<file path="config.mk">
export PLATFORM = sky130hd
export DESIGN_NAME = twostage_wdog
export DESIGN_NICKNAME = d
export VERILOG_FILES = /design/src/rtl/wdt_pkg.sv /design/src/rtl/wdt_cmp.sv /design/src/rtl/wdt_rdmux.sv /design/src/rtl/wdt_ctrl.sv /design/src/rtl/twostage_wdog.sv
export SDC_FILE = /design/constraint.sdc
export NUM_CORES = 1
export LEC_CHECK = 0
export BUFFER_PORTS_ARGS = -buffer_cell sky130_fd_sc_hd__buf_2
export CAP_MARGIN = 40
export CORE_UTILIZATION = 30
export DETAILED_ROUTE_END_ITERATION = 6
export PLACE_DENSITY = 0.53
export SLEW_MARGIN = 20
export SYNTH_ARGS = -nofsm -noshare
export SYNTH_HDL_FRONTEND = slang
export SYNTH_SLANG_ARGS = --single-unit
</file>
<file path="constraint.sdc">
create_clock -name clk -period 6.1 [get_ports clk]
set_input_delay 0.61 -clock clk [delete_from_list [all_inputs] [get_ports clk]]
set_output_delay 0.61 -clock clk [all_outputs]
set_load 0.01 [all_outputs]
</file>
<file path="src/rtl/wdt_pkg.sv">
package wdt_pkg;
    localparam int unsigned CNT_W  = 64;
    localparam int unsigned REG_W  = 32;
    localparam int unsigned ADDR_W = 5;

    localparam logic [ADDR_W-1:0] A_STAT = 5'h00;
    localparam logic [ADDR_W-1:0] A_IVAL = 5'h08;
    localparam logic [ADDR_W-1:0] A_CMPL = 5'h10;
    localparam logic [ADDR_W-1:0] A_CMPH = 5'h14;
    localparam logic [ADDR_W-1:0] A_KICK = 5'h00;

    localparam int unsigned B_EN = 0;
    localparam int unsigned B_S1 = 1;
    localparam int unsigned B_S2 = 2;

    typedef struct packed {
        logic             en;
        logic             s1;
        logic             s2;
        logic             rst_req;
        logic [REG_W-1:0] ival;
        logic [CNT_W-1:0] cmp;
    } wdt_state_t;
endpackage

</file>
<file path="src/rtl/wdt_cmp.sv">
module wdt_cmp
    import wdt_pkg::*;
(
    input  logic [CNT_W-1:0] count_i,
    input  logic [CNT_W-1:0] cmp_i,
    input  logic [REG_W-1:0] ival_i,
    output logic             due_o,
    output logic [CNT_W-1:0] rearm_o
);
    localparam int unsigned PAD_W = CNT_W - REG_W;

    always_comb begin
        due_o   = (count_i >= cmp_i);
        rearm_o = count_i + {{PAD_W{1'b0}}, ival_i};
    end
endmodule

</file>
<file path="src/rtl/wdt_rdmux.sv">
module wdt_rdmux
    import wdt_pkg::*;
(
    input  logic [ADDR_W-1:0] addr_i,
    input  wdt_state_t        st_i,
    output logic [REG_W-1:0]  rdata_o
);
    always_comb begin
        rdata_o = '0;
        unique case (addr_i)
            A_STAT: begin
                rdata_o[B_EN] = st_i.en;
                rdata_o[B_S1] = st_i.s1;
                rdata_o[B_S2] = st_i.s2;
            end
            A_IVAL: rdata_o = st_i.ival;
            A_CMPL: rdata_o = st_i.cmp[REG_W-1:0];
            A_CMPH: rdata_o = st_i.cmp[CNT_W-1:REG_W];
            default: rdata_o = '0;
        endcase
    end
endmodule

</file>
<file path="src/rtl/wdt_ctrl.sv">
module wdt_ctrl
    import wdt_pkg::*;
(
    input  logic              clk,
    input  logic              rst_n,
    input  logic              s2_keep_i,
    input  logic              ctl_we_i,
    input  logic [ADDR_W-1:0] ctl_addr_i,
    input  logic [REG_W-1:0]  ctl_wdata_i,
    input  logic              ref_we_i,
    input  logic [ADDR_W-1:0] ref_addr_i,
    input  logic              due_i,
    input  logic [CNT_W-1:0]  rearm_i,
    output logic [REG_W-1:0]  ival_eff_o,
    output wdt_state_t        st_o
);
    wdt_state_t st_d, st_q;
    logic stat_wr, ival_wr, cmpl_wr, cmph_wr, kick, any_wr;

    always_comb begin
        stat_wr = ctl_we_i && (ctl_addr_i == A_STAT);
        ival_wr = ctl_we_i && (ctl_addr_i == A_IVAL);
        cmpl_wr = ctl_we_i && (ctl_addr_i == A_CMPL);
        cmph_wr = ctl_we_i && (ctl_addr_i == A_CMPH);
        kick    = ref_we_i && (ref_addr_i == A_KICK);
        any_wr  = ctl_we_i || kick;
        ival_eff_o = ival_wr ? ctl_wdata_i : st_q.ival;

        st_d = st_q;
        st_d.rst_req = 1'b0;
        if (kick) begin
            st_d.s1  = 1'b0;
            st_d.cmp = rearm_i;
        end
        if (stat_wr) begin
            st_d.en = ctl_wdata_i[B_EN];
            st_d.s1 = 1'b0;
            if (ctl_wdata_i[B_EN]) st_d.cmp = rearm_i;
            if (ctl_wdata_i[B_S2]) st_d.s2 = 1'b0;
        end else if (ival_wr) begin
            st_d.ival = ctl_wdata_i;
            st_d.cmp  = rearm_i;
        end else if (cmpl_wr) begin
            st_d.cmp[REG_W-1:0] = ctl_wdata_i;
        end else if (cmph_wr) begin
            st_d.cmp[CNT_W-1:REG_W] = ctl_wdata_i;
        end
        if (!any_wr && st_q.en && due_i) begin
            st_d.cmp = rearm_i;
            if (!st_q.s1) begin
                st_d.s1 = 1'b1;
            end else begin
                st_d.s2      = 1'b1;
                st_d.rst_req = 1'b1;
            end
        end
    end

    always_ff @(posedge clk) begin
        if (!rst_n) begin
            st_q    <= '0;
            st_q.s2 <= s2_keep_i;
        end else begin
            st_q <= st_d;
        end
    end

    assign st_o = st_q;


    reset_needs_s2_chk: assert property (@(posedge clk) disable iff (!rst_n)
        st_q.rst_req |-> st_q.s2);

    reset_after_s1_chk: assert property (@(posedge clk) disable iff (!rst_n)
        $rose(st_q.rst_req) |-> $past(st_q.s1));

    kick_clears_s1_chk: assert property (@(posedge clk) disable iff (!rst_n)
        (ref_we_i && ref_addr_i == A_KICK) |=> !st_q.s1);

    idle_no_reset_chk: assert property (@(posedge clk) disable iff (!rst_n)
        !st_q.en |=> !st_q.rst_req);

    s2_sticky_chk: assert property (@(posedge clk) disable iff (!rst_n)
        (st_q.s2 && !(ctl_we_i && ctl_addr_i == A_STAT && ctl_wdata_i[B_S2])) |=> st_q.s2);
endmodule

</file>
<file path="src/rtl/twostage_wdog.sv">
module twostage_wdog
    import wdt_pkg::*;
(
    input  logic              clk,
    input  logic              rst_n,
    input  logic              s2_keep_i,
    input  logic              ctl_we_i,
    input  logic [ADDR_W-1:0] ctl_addr_i,
    input  logic [REG_W-1:0]  ctl_wdata_i,
    output logic [REG_W-1:0]  ctl_rdata_o,
    input  logic              ref_we_i,
    input  logic [ADDR_W-1:0] ref_addr_i,
    input  logic [REG_W-1:0]  ref_wdata_i,
    input  logic [CNT_W-1:0]  count_i,
    output logic              irq_o,
    output logic              rst_req_o
);
    wdt_state_t       st;
    logic             due;
    logic [CNT_W-1:0] rearm;
    logic [REG_W-1:0] ival_eff;
    logic             unused_kick_data;

    assign unused_kick_data = ^ref_wdata_i;

    wdt_cmp u_cmp (
        .count_i (count_i),
        .cmp_i   (st.cmp),
        .ival_i  (ival_eff),
        .due_o   (due),
        .rearm_o (rearm)
    );

    wdt_ctrl u_ctrl (
        .clk         (clk),
        .rst_n       (rst_n),
        .s2_keep_i   (s2_keep_i),
        .ctl_we_i    (ctl_we_i),
        .ctl_addr_i  (ctl_addr_i),
        .ctl_wdata_i (ctl_wdata_i),
        .ref_we_i    (ref_we_i),
        .ref_addr_i  (ref_addr_i),
        .due_i       (due),
        .rearm_i     (rearm),
        .ival_eff_o  (ival_eff),
        .st_o        (st)
    );

    wdt_rdmux u_rd (
        .addr_i  (ctl_addr_i),
        .st_i    (st),
        .rdata_o (ctl_rdata_o)
    );

    assign irq_o     = st.s1;
    assign rst_req_o = st.rst_req;
endmodule

</file>
==> reports/metrics.yaml <==
worst_hold_path:
  hp-class: "input port to flip-flop"
route:
  vias: 11994
  met2RoutedLength_mm: 21.14
  m1WireLength_mm: 18.80
  via_per_inst: 5.958
  postRouteAntennaNets: 0
  first_pass_iters: 5
  met3_length_mm: 3.820
  avgRoutedWirePerCell_um: 22.73
  drc: 0
  wl_mm: 45.76
  drt_first_iter_violations: 1136
  highest_layer: "met4"
timing:
  finalSetupViolCount: 0
  slew_violations: 0
  rsz0062_at_grt: "false"
  hold_viol_final: 0
  fin_crit_sh_pct: 82.23
  skew_ps: 6.953
  slew-limit-headroom_pct: 32.72
  worst_slew_pin_slew_ps: 1009
  fmax_mhz: 199.4
  fin_setup_tns_ps: 0
  fin_crit_ps: 5016
clocking:
  clk_latency_ps: 370
  cts_setup_buffers: 0
  clkSlewWorstSetupHoldPaths_ps: 80
  numCtsBuffers: 9
  cts_root_buf: "clkbuf_16"
  cts_tree: "built"
  clockBufferDepth: 2
  htreeDepth: 3
  hold_buffers: 0
  clock_sinks: 100
  cts_resized: 0
yosys:
  seq_area_frac_synth_pct: 19.59
  yosysWarnings: 0
  yosysTopAreaCell: "dfxtp_1"
  syn_inst: 1470
  synth_nets: 1711
  postSynthAreaPerCell_um2: 6.953
  synthTopCellsByArea: "dfxtp_1 20%, ha_1 12%, a21oi_1 7.6%, nand2_1 7.5%, o21ai_0 6.8%"
  synthTopCellsByCount: "204 x nand2_1, 156 x a21oi_1, 139 x o21ai_0"
  postSynth.asyncResetShare_pct: 0
  syn_area_um2: 10220
  synth-seq-cells: 100
  synth_ff_type: "dfxtp_1"
  synth_edf_count: 0
  yosys.area.top_type_share_pct: 19.59
  synth_cell_types: 77
  synth.most_common_cell: "nand2_1"
critical_path:
  path_cells: "buf_2 -> nor4_1 -> and3_2 -> buf_4 -> nand2_1 -> nand2_1 -> ha_1 -> o21ai_0 -> o21a_1 -> nor4bb_1 -> o21ai_0 -> o41ai_1 -> a211oi_1 -> xor2_1 -> o21ai_0 -> o311a_1"
  max_stage_delay_ps: 660
  cp_num_buf_inv: 2
  criticalPathCategory: "input port to flip-flop"
  critPathSlowestCell: "o41ai_1"
  critPathTopFamily: "compound AO/OA/AOI/OAI gates"
  cp.arrival_ps: 5280
  critPathRequiredTime_ps: 6360
  crit_top_cell: "o21ai_0"
  endpoint_kind: "flip-flop"
  critPathMaxFanout: 37
  worstSetupStartpointType: "input port"
global_routing:
  grt_max_degree: 62
  grt_pass1_wl_mm: 68.57
  grt_pass1_vias: 11232
  grt_overflow: 0
  grt_use_total_pct: 25.55
  grt_antenna_before_repair: 0
floorplan:
  core-area_um2: 33530
  rows: 67
  io_pins: 177
  die_h_um: 186.6
  die_w_um: 186.6
  dieArea_um2: 34810
  initial_utilization_pct: 30.48
placed_design:
  routabilityCongestion: 0.8991
  post_dp_cell_area_um2: 11390
  portBuffers: 144
  dpl.hpwl_mm: 34.10
finish:
  fillers: 3679
  largest_reg_flops: 100
  diodes: 0
  syn2layout_area_growth_pct: 14.92
  register_area_um2: 2002
  layout.nets: 1801
  drive_above_1_share_pct: 13.48
  postLayoutCellArea_um2: 11750
  multi_input_area_um2: 7470
run_status:
  status: "completed"
power_and_ir_drop:
  ir_drop_mv: 0.1439
  leakage_nw: 5.156
  power.density_nw_per_um2: 158.6
flow_run:
  maxCapViolCount: 0
[area by class of cell]
| class | instances | area share (%) |
|---|---|---|
| Timing Repair Buffer | 177 | 8.372 |
| Inverter | 104 | 3.323 |
| Sequential cell | 100 | 17.04 |
| Clock inverter | 6 | 0.9480 |
| Tap cell | 448 | 4.772 |
| Multi-Input combinational cell | 1168 | 63.59 |
| Clock buffer | 10 | 1.949 |
[report_power, final]
| part | internal, mW | leakage [nW] | switching [mW] |
|---|---|---|---|
| registers | 0.677 | 0.811 | 0.0296 |
| logic | 0.174 | 4.18 | 0.277 |
| clock network | 0.403 | 0.163 | 0.302 |
| total | 1.25 | 5.16 | 0.609 |
[layout by cell type, fill, tap and decap left out, types with 8 or more instances in the layout]
master / netlist / layout
a222oi_1: 32 / 32
o21a_1: 13 / 13
nand3_1: 54 / 54
ha_1: 97 / 97
nor4_1: 11 / 10
inv_1: 103 / 103
a22o_1: 9 / 9
a21o_1: 27 / 27
clkbuf_16: 0 / 9
o21ai_0: 139 / 139
nand4_1: 20 / 20
and3_1: 16 / 15
nand2b_1: 8 / 8
a31oi_1: 21 / 21
and4_1: 9 / 9
and2_1: 10 / 10
a221oi_1: 16 / 16
dfxtp_1: 100 / 100
xnor2_1: 31 / 31
buf_4: 0 / 31
nor2_1: 77 / 76
o22ai_1: 28 / 28
buf_2: 1 / 144
xor2_1: 22 / 22
o211ai_1: 10 / 10
nor3_1: 34 / 34
mux2i_1: 9 / 9
a22oi_1: 15 / 15
a21oi_1: 156 / 156
nand2_1: 204 / 203
[layer usage]
layer	global-route usage (%)	vias up
li1	-	5622
met1	32.87	5681
met2	41.62	598
met3	4.307	93
met4	11.66	0
met5	0	-
[cell families after synthesis]
| group | Yosys count | synth area share (%) |
|---|---|---|
| buffers and inverters | 202 | 7.577 |
| and+or+nand+nor | 466 | 21.18 |
| AOI/OAI and AO/OA | 542 | 34.17 |
| DFF | 100 | 19.59 |
| adders and majority gates | 98 | 12.07 |
| muxes | 9 | 0.8814 |
| xor gates and xnor gates | 53 | 4.542 |
[final timing paths]
kind | from | to | slack [ps] | depth (start not counted)
worst min register to register | u_ctrl.st_o[77]$_SDFFE_PN0N_ | u_ctrl.st_o[77]$_SDFFE_PN0N_ | 480 | 2
worst min-delay path | s2_keep_i | u_ctrl.st_o[97]$_DFF_P_ | 460 | 2
worst max-delay path | ctl_addr_i[2] | u_ctrl.st_o[31]$_SDFF_PN0_ | 1080 | 16
worst max register to register | u_ctrl.st_o[45]$_SDFF_PN0_ | u_ctrl.st_o[30]$_SDFF_PN0_ | 1950 | 13
[through the flow]
step                      total power, mW  util (%)  hold slack, ps  setup WS (ps)  instances
after floorplan                    0.9818         -           442.5          840.8       1470
final                               1.863     35.03           460.9           1084       2013
after global routing                1.942     35.03           464.4          781.3       2013
after detailed placement            1.163     33.97           472.1          779.1       1996
after global placement              1.156     33.90           461.4          800.3       1994
after CTS                           1.860     34.99           459.7           1158       2012
(Power assumes the default switching activity.)
